`config.mk`:
```
export PLATFORM = sky130hd
export DESIGN_NAME = sflash_seq
export DESIGN_NICKNAME = d
export VERILOG_FILES = /design/src/rtl/sflash_seq.sv
export SDC_FILE = /design/constraint.sdc
export NUM_CORES = 1
export LEC_CHECK = 0
export ABC_AREA = 0
export BUFFER_PORTS_ARGS = -buffer_cell sky130_fd_sc_hd__buf_2
export CAP_MARGIN = 20
export CORE_AREA = 2 2 91 159
export DETAILED_ROUTE_END_ITERATION = 8
export DIE_AREA = 0 0 93 161
export PLACE_DENSITY = 0.77
export SYNTH_ARGS = -nofsm -noshare
export SYNTH_HDL_FRONTEND = slang
export SYNTH_SLANG_ARGS = --single-unit
export TNS_END_PERCENT = 5
```
`constraint.sdc`:
```
create_clock -name clk -period 5.36 [get_ports clk]
set_input_delay 0.268 -clock clk [delete_from_list [all_inputs] [get_ports clk]]
set_output_delay 0.268 -clock clk [all_outputs]
set_load 0.1 [all_outputs]
```
`src/rtl/sflash_seq.sv`:
```
module sflash_seq #(
  parameter int LEN_W      = 9,
  parameter int POLL_LIMIT = 1000000
) (
  input  logic             clk,
  input  logic             rst_n,
  input  logic             req_valid,
  input  logic [2:0]       req_kind,
  input  logic [31:0]      req_addr,
  input  logic [LEN_W-1:0] req_len,
  input  logic [7:0]       wr_data,
  output logic             wr_take,
  output logic [7:0]       rd_data,
  output logic             rd_valid,
  output logic             busy,
  output logic             done,
  output logic             err,
  output logic             spi_csn,
  output logic             spi_sck,
  output logic             spi_mosi,
  input  logic             spi_miso
);
  localparam int PW = $clog2(POLL_LIMIT + 1);
  localparam int BW = LEN_W + 1;
  localparam logic [2:0] K_READ = 3'd0, K_PROG = 3'd1, K_ERASE = 3'd2, K_STAT = 3'd3,
                         K_SLEEP = 3'd4, K_WAKE = 3'd5, K_RSVD = 3'd7;

  typedef enum logic [3:0] {M_WAKE, M_RDSR0, M_RDCR0, M_WREN0, M_WRSR0, M_WIP0,
                            M_IDLE, M_CMD, M_WREN, M_WEL, M_OP, M_WIP, M_FIN} mst_t;
  typedef enum logic [1:0] {F_OFF, F_RUN, F_GAP} fst_t;

  mst_t st;
  fst_t fe;
  logic [2:0]       k_l;
  logic [31:0]      a_l;
  logic [LEN_W-1:0] n_l;
  logic [7:0]       sr_l, cr_l, rxl, sh, rx;
  logic [2:0]       bitc;
  logic [BW-1:0]    bidx, ftot;
  logic [PW-1:0]    pcnt;
  logic             sck_r, csn_r, fail;

  logic          use4;
  logic [7:0]    f_op;
  logic [2:0]    f_na;
  logic [BW-1:0] f_nd;
  logic          f_rdo, f_port, f_cfg, f_act;

  assign use4 = |a_l[31:24];

  always_comb begin
    f_op = 8'h00; f_na = 3'd0; f_nd = '0;
    f_rdo = 1'b0; f_port = 1'b0; f_cfg = 1'b0; f_act = 1'b1;
    case (st)
      M_WAKE:                       f_op = 8'hAB;
      M_RDSR0, M_WIP0, M_WEL, M_WIP: begin f_op = 8'h05; f_nd = BW'(1); end
      M_RDCR0:                      begin f_op = 8'h35; f_nd = BW'(1); end
      M_WREN0, M_WREN:              f_op = 8'h06;
      M_WRSR0:                      begin f_op = 8'h01; f_nd = BW'(2); f_cfg = 1'b1; end
      M_CMD: begin
        case (k_l)
          K_READ: begin
            f_op = use4 ? 8'h13 : 8'h03; f_na = use4 ? 3'd4 : 3'd3;
            f_nd = BW'(n_l); f_rdo = 1'b1;
          end
          K_STAT:  begin f_op = 8'h05; f_nd = BW'(1); f_rdo = 1'b1; end
          K_SLEEP: f_op = 8'hB9;
          K_WAKE:  f_op = 8'hAB;
          default: f_op = 8'h06;
        endcase
      end
      M_OP: begin
        f_na = use4 ? 3'd4 : 3'd3;
        if (k_l == K_ERASE) f_op = use4 ? 8'h21 : 8'h20;
        else begin
          f_op = use4 ? 8'h12 : 8'h02; f_nd = BW'(n_l); f_port = 1'b1;
        end
      end
      default: f_act = 1'b0;
    endcase
  end

  logic [BW-1:0] nidx, didx;
  logic [2:0]    asel;
  logic          nis_data, bend, last;
  logic [7:0]    nbyte;

  assign nidx     = bidx + 1'b1;
  assign nis_data = nidx > BW'(f_na);
  assign didx     = nidx - BW'(f_na) - 1'b1;
  assign asel     = f_na - nidx[2:0];
  assign bend     = (fe == F_RUN) && sck_r && (bitc == 3'd7);
  assign last     = (nidx == ftot);
  assign wr_take  = bend && !last && nis_data && f_port;

  always_comb begin
    if (!nis_data)  nbyte = a_l[{asel[1:0], 3'b000} +: 8];
    else if (f_port) nbyte = wr_data;
    else if (f_cfg)  nbyte = (didx == '0) ? sr_l : (cr_l | 8'h02);
    else             nbyte = 8'hFF;
  end

  always_ff @(posedge clk or negedge rst_n) begin
    if (!rst_n) begin
      fe <= F_OFF; csn_r <= 1'b1; sck_r <= 1'b0; sh <= 8'h00; rx <= 8'h00; rxl <= 8'h00;
      bitc <= 3'd0; bidx <= '0; ftot <= '0; rd_valid <= 1'b0; rd_data <= 8'h00;
    end else begin
      rd_valid <= 1'b0;
      case (fe)
        F_OFF: if (f_act) begin
          fe <= F_RUN; csn_r <= 1'b0; sh <= f_op; bitc <= 3'd0; bidx <= '0;
          ftot <= BW'(1) + BW'(f_na) + f_nd;
        end
        F_RUN: begin
          if (!sck_r) begin
            sck_r <= 1'b1;
            rx    <= {rx[6:0], spi_miso};
          end else begin
            sck_r <= 1'b0;
            bitc  <= bitc + 1'b1;
            if (bitc == 3'd7) begin
              rxl <= rx;
              if (f_rdo && (bidx > BW'(f_na))) begin
                rd_valid <= 1'b1;
                rd_data  <= rx;
              end
              if (last) begin
                fe <= F_GAP; csn_r <= 1'b1;
              end else begin
                sh <= nbyte; bidx <= nidx;
              end
            end else begin
              sh <= {sh[6:0], 1'b0};
            end
          end
        end
        default: fe <= F_OFF;
      endcase
    end
  end

  logic fdone, hit;
  assign fdone = (fe == F_GAP);
  assign hit   = (st == M_WEL) ? rxl[1] : !rxl[0];

  always_ff @(posedge clk or negedge rst_n) begin
    if (!rst_n) begin
      st <= M_WAKE; k_l <= 3'd0; a_l <= '0; n_l <= '0;
      sr_l <= 8'h00; cr_l <= 8'h00; pcnt <= '0; fail <= 1'b0;
    end else begin
      case (st)
        M_IDLE: begin
          fail <= 1'b0;
          if (req_valid) begin
            k_l <= req_kind; a_l <= req_addr; n_l <= req_len;
            if (req_kind == K_RSVD) begin
              fail <= 1'b1; st <= M_FIN;
            end else if (req_kind == K_READ && req_len == '0) st <= M_FIN;
            else if (req_kind == K_ERASE || req_kind == K_PROG) st <= M_WREN;
            else st <= M_CMD;
          end
        end
        M_FIN: st <= M_IDLE;
        default: if (fdone) begin
          case (st)
            M_WAKE:  st <= M_RDSR0;
            M_RDSR0: begin sr_l <= rxl; st <= M_RDCR0; end
            M_RDCR0: begin cr_l <= rxl; st <= rxl[1] ? M_IDLE : M_WREN0; end
            M_WREN0: st <= M_WRSR0;
            M_WRSR0: begin pcnt <= '0; st <= M_WIP0; end
            M_WREN:  begin pcnt <= '0; st <= M_WEL; end
            M_OP:    begin pcnt <= '0; st <= M_WIP; end
            M_CMD:   st <= M_FIN;
            M_WIP0, M_WEL, M_WIP: begin
              if (hit) st <= (st == M_WIP0) ? M_IDLE : ((st == M_WEL) ? M_OP : M_FIN);
              else if (pcnt == PW'(POLL_LIMIT - 1)) begin
                fail <= 1'b1; st <= M_FIN;
              end else pcnt <= pcnt + 1'b1;
            end
            default: st <= M_IDLE;
          endcase
        end
      endcase
    end
  end

  assign busy     = (st != M_IDLE);
  assign done     = (st == M_FIN);
  assign err      = done && fail;
  assign spi_csn  = csn_r;
  assign spi_sck  = sck_r;
  assign spi_mosi = sh[7];

  a_r3_sck_idle_deselected: assert property (@(posedge clk) disable iff (!rst_n)
    spi_csn |-> !spi_sck);
  a_r3_deselected_when_idle: assert property (@(posedge clk) disable iff (!rst_n)
    !busy |-> spi_csn);
  a_r7_take_inside_command: assert property (@(posedge clk) disable iff (!rst_n)
    wr_take |-> !spi_csn);
  a_r8_abort_deselected: assert property (@(posedge clk) disable iff (!rst_n)
    err |-> spi_csn);
  a_r13_err_only_with_done: assert property (@(posedge clk) disable iff (!rst_n)
    err |-> done);
  a_r13_done_single_then_ready: assert property (@(posedge clk) disable iff (!rst_n)
    done |=> (!done && !busy));
  a_r4_read_data_while_busy: assert property (@(posedge clk) disable iff (!rst_n)
    rd_valid |-> busy);
endmodule

```
==> impl_metrics.json <==
{
  "die_x_um": 93,
  "reg2reg_depth": 14,
  "hold_path_depth": 2,
  "cts_setup_buffers": 0,
  "ir_worst_vdd_mv": 0.3087,
  "hold_viol_final": 0,
  "cts_buffers": 17,
  "synth_nets": 874,
  "crit_fanout": 25,
  "ys_dominant_reg_cell": "dfrtp_1",
  "synth_top_family_by_area": "simple AND/OR/NAND/NOR gates",
  "worstMarginPinSlew_ns": 1.084,
  "fin_total_pwr_mw": 5.351,
  "synth_top_area_share_pct": 44.03,
  "ys_seq_area_share_pct": 44.35,
  "portBuffers": 71,
  "ys_ff_latch": 144,
  "viasPerCell": 6.252,
  "io_pins": 72,
  "ant_nets": 0,
  "slew_viol_final": 0,
  "clock-sinks": 144,
  "htree_num_levels": 4,
  "highest_layer": "met4",
  "internal-power_mw": 3.092,
  "outcome": "complete, no violations",
  "cap_violations": 0,
  "min_from": "req_addr[9]",
  "async_reset_ff_share_pct": 100.0,
  "syn_to_final_growth_pct": 12.50,
  "skew_ns": 0.01096,
  "clockPowerShare_pct": 21.5,
  "swShare_pct": 42.22,
  "wire_per_inst_um": 20.09,
  "critical_path_class": "register to output port",
  "syn_inst": 801,
  "grt_usage_pct": 28.78,
  "final.min_clock_period_ns": 4.565,
  "synth.cell_area_sq_um": 8128,
  "start_kind": "register",
  "fmax_mhz": 219.1,
  "drive_above_1_share_pct": 23.53,
  "required_ns": 5.09,
  "finalSetupViolations": 0,
  "nNetsFinal": 928,
  "avgSynthCellArea_sq_um": 10.15,
  "arrival_ns": 4.30,
  "overflow": 0,
  "via_count": 6527,
  "rsz0062_at_grt": "no",
  "hold_end": "a_l[9]",
  "grt_max_degree": 82,
  "clock_latency_ns": 0.43,
  "gp_congestion": 0.9487,
  "drt_iter0_markers": 431,
  "seqPwrFrac_pct": 31.9,
  "synth_edf_count": 0,
  "wl_met2_um": 11580,
  "power_density_nw_per_um2": 585.2,
  "worstHoldPathType": "input pin to register",
  "die_y_um": 161,
  "combPwrFrac_pct": 46.6,
  "dp_hpwl_um": 15140,
  "n_antenna_cell": 0,
  "synth.yosys.warnings": 0,
  "route.detailed.drc": 0,
  "p_sw_mw": 2.259,
  "met3_length_um": 671,
  "synth_largest_area_cell": "dfrtp_1",
  "synth_xor_area_share_pct": 4.664,
  "path_clk_slew_ns": 0.06,
  "grt_pass1_wl_um": 33660,
  "synth_compound_area_share_pct": 12.08,
  "worstReg2RegEnd": "sh[5]",
  "clk_path_buf_depth": 2,
  "initial_core_util_pct": 59.36,
  "post-route-period-util_pct": 85.16,
  "muxShareOfSynthArea_pct": 13.61,
  "reg2reg_slack_ns": 0.96,
  "synthAdderAreaFrac_pct": 2.802,
  "wl_um": 20970,
  "antenna_found_initial": 0,
  "fin_setup_tns_ns": 0,
  "synthSimpleGateAreaFrac_pct": 19.43,
  "drt-pass1-iter-count": 5,
  "grt_pass1_vias": 6735,
  "core_area_sq_um": 13690,
  "rr_startpoint": "st[3]",
  "slew_headroom_pct": 27.73,
  "synth_area_leaders": "dfrtp_1 (44%), mux2_2 (11%), nand2_1 (4.6%)",
  "leakage_nw": 4.093,
  "ys_types": 80,
  "crit_path_end_kind": "output port",
  "cts-root-buf": "clkbuf_16",
  "wl_met1_um": 7563,
  "dieArea_sq_um": 14970,
  "rows": 57,
  "cts_tree": "done"
}
[worst max-delay path: stages (launching register included)]
cell	delay [ns]
dfrtp_1	0.36
buf_4	0.21
nand4b_1	0.28
or3_1	0.40
o21ai_0	0.22
nand3_1	0.31
ha_1	0.48
nor2b_1	0.15
o21a_1	0.17
o21ai_0	0.31
and4_1	0.60
nor3_1	0.08
buf_2	0.31
[cells in the mapped netlist, drive strengths merged, types with 3 or more instances]
| library cell | number |
|---|---|
| a211oi | 5 |
| a21o | 10 |
| a21oi | 15 |
| a311oi | 3 |
| a31oi | 4 |
| a32oi | 4 |
| a41oi | 3 |
| and2 | 9 |
| and3 | 7 |
| and4 | 4 |
| buf | 12 |
| clkbuf | 32 |
| dfrtp | 143 |
| ha | 15 |
| inv | 13 |
| mux2 | 76 |
| mux2i | 7 |
| mux4 | 8 |
| nand2 | 99 |
| nand2b | 17 |
| nand3 | 25 |
| nand3b | 3 |
| nand4 | 9 |
| nor2 | 65 |
| nor2b | 10 |
| nor3 | 22 |
| nor3b | 4 |
| nor4 | 14 |
| nor4b | 4 |
| o211ai | 3 |
| o21a | 6 |
| o21ai | 40 |
| o22a | 3 |
| o22ai | 6 |
| o2bb2ai | 4 |
| o31ai | 11 |
| or3 | 13 |
| xnor2 | 25 |
| xnor3 | 4 |
| xor2 | 8 |
[placed cells by master (no fill, tap or decap), drive strengths merged, types with 17 or more instances in the layout]
| cell | synthesis | final |
|---|---|---|
| nor3 | 22 | 22 |
| buf | 12 | 78 |
| o21ai | 40 | 40 |
| clkbuf | 32 | 18 |
| nor2 | 65 | 65 |
| nand2 | 99 | 99 |
| xnor2 | 25 | 25 |
| nand2b | 17 | 17 |
| dfrtp | 143 | 143 |
| inv | 13 | 19 |
| mux2 | 76 | 76 |
| nand3 | 25 | 25 |
[logic make-up (layout without fill, tap and decap cells)]
family	after synthesis	after routing
buffers and inverters	57	123
DFF	144	144
and+or+nand+nor	315	315
adders and majority gates	17	17
AOI/OAI and AO/OA	140	140
xor gates and xnor gates	37	37
muxes	91	91
[power by group through the flow]
| stage | combinational (mW) | sequential (mW) | clock, mW |
|---|---|---|---|
| 4_1_cts | 2.47 | 1.70 | 1.16 |
| 3_3_place_gp | 2.35 | 1.69 | 0 |
| 2_1_floorplan | 1.75 | 1.76 | 0 |
| 5_1_grt | 2.66 | 1.75 | 1.21 |
| 3_5_place_dp | 2.44 | 1.72 | 0 |
| 6_report | 2.49 | 1.71 | 1.15 |
[flip-flops by register name, summed over array words and instances, names as in the netlist]
register and flops:
a_l 32, bidx 10, bitc 3, cr_l 7, fail 1, fe 2
ftot 10, k_l 3, n_l 9, pcnt 20, rd_data 8, rd_valid 1
rx 8, rxl 8, sh 8, spi_csn 1, spi_sck 1, sr_l 8
st 4
[worst max path at each step]
stage / startpoint / end / slack, ns / cells after the start
3_5_place_dp: st[3] / sh[2] / 1.06 / 14
6_report: st[3] / wr_take / 0.80 / 12
2_1_floorplan: st[1] / wr_take / 0.20 / 13
4_1_cts: st[3] / wr_take / 0.83 / 12
5_1_grt: st[3] / wr_take / 0.62 / 12
3_3_place_gp: st[3] / sh[5] / 1.15 / 14
[area by class of cell]
cell class	instances	area (sq um)
fill	1082	4549
multi-input combinational	600	4277
sequential	144	3605
clock buffer	18	439.2
timing repair buffer	79	424.2
tap	177	221.5
clock inverter	13	128.9
inverter	13	48.80
[routing by layer]
layer	up-vias	GRT usage [%]
met1	3250	31.06
li1	3011	-
met5	-	0
met4	0	17.11
met3	59	4.524
met2	207	52.01
[stage by stage]
stage	util (%)	hold slack, ns	setup WS, ns	cell area, sq um	instances
3_3_place_gp	62.55	0.3419	1.153	8566	1012
5_1_grt	66.78	0.07462	0.6193	9144	1044
4_1_cts	66.78	0.07184	0.8340	9144	1044
6_report	66.78	0.07275	0.7953	9144	1044
3_5_place_dp	62.55	0.3513	1.064	8566	1012
2_1_floorplan	-	-0.02759	0.1960	8128	801
[repair_timing]
action	in CTS	in global routing
resized for setup	0	0
hold endpoints to repair	80	0
hold buffers	1	0
No activity file was read; power rests on OpenSTA's default activity.
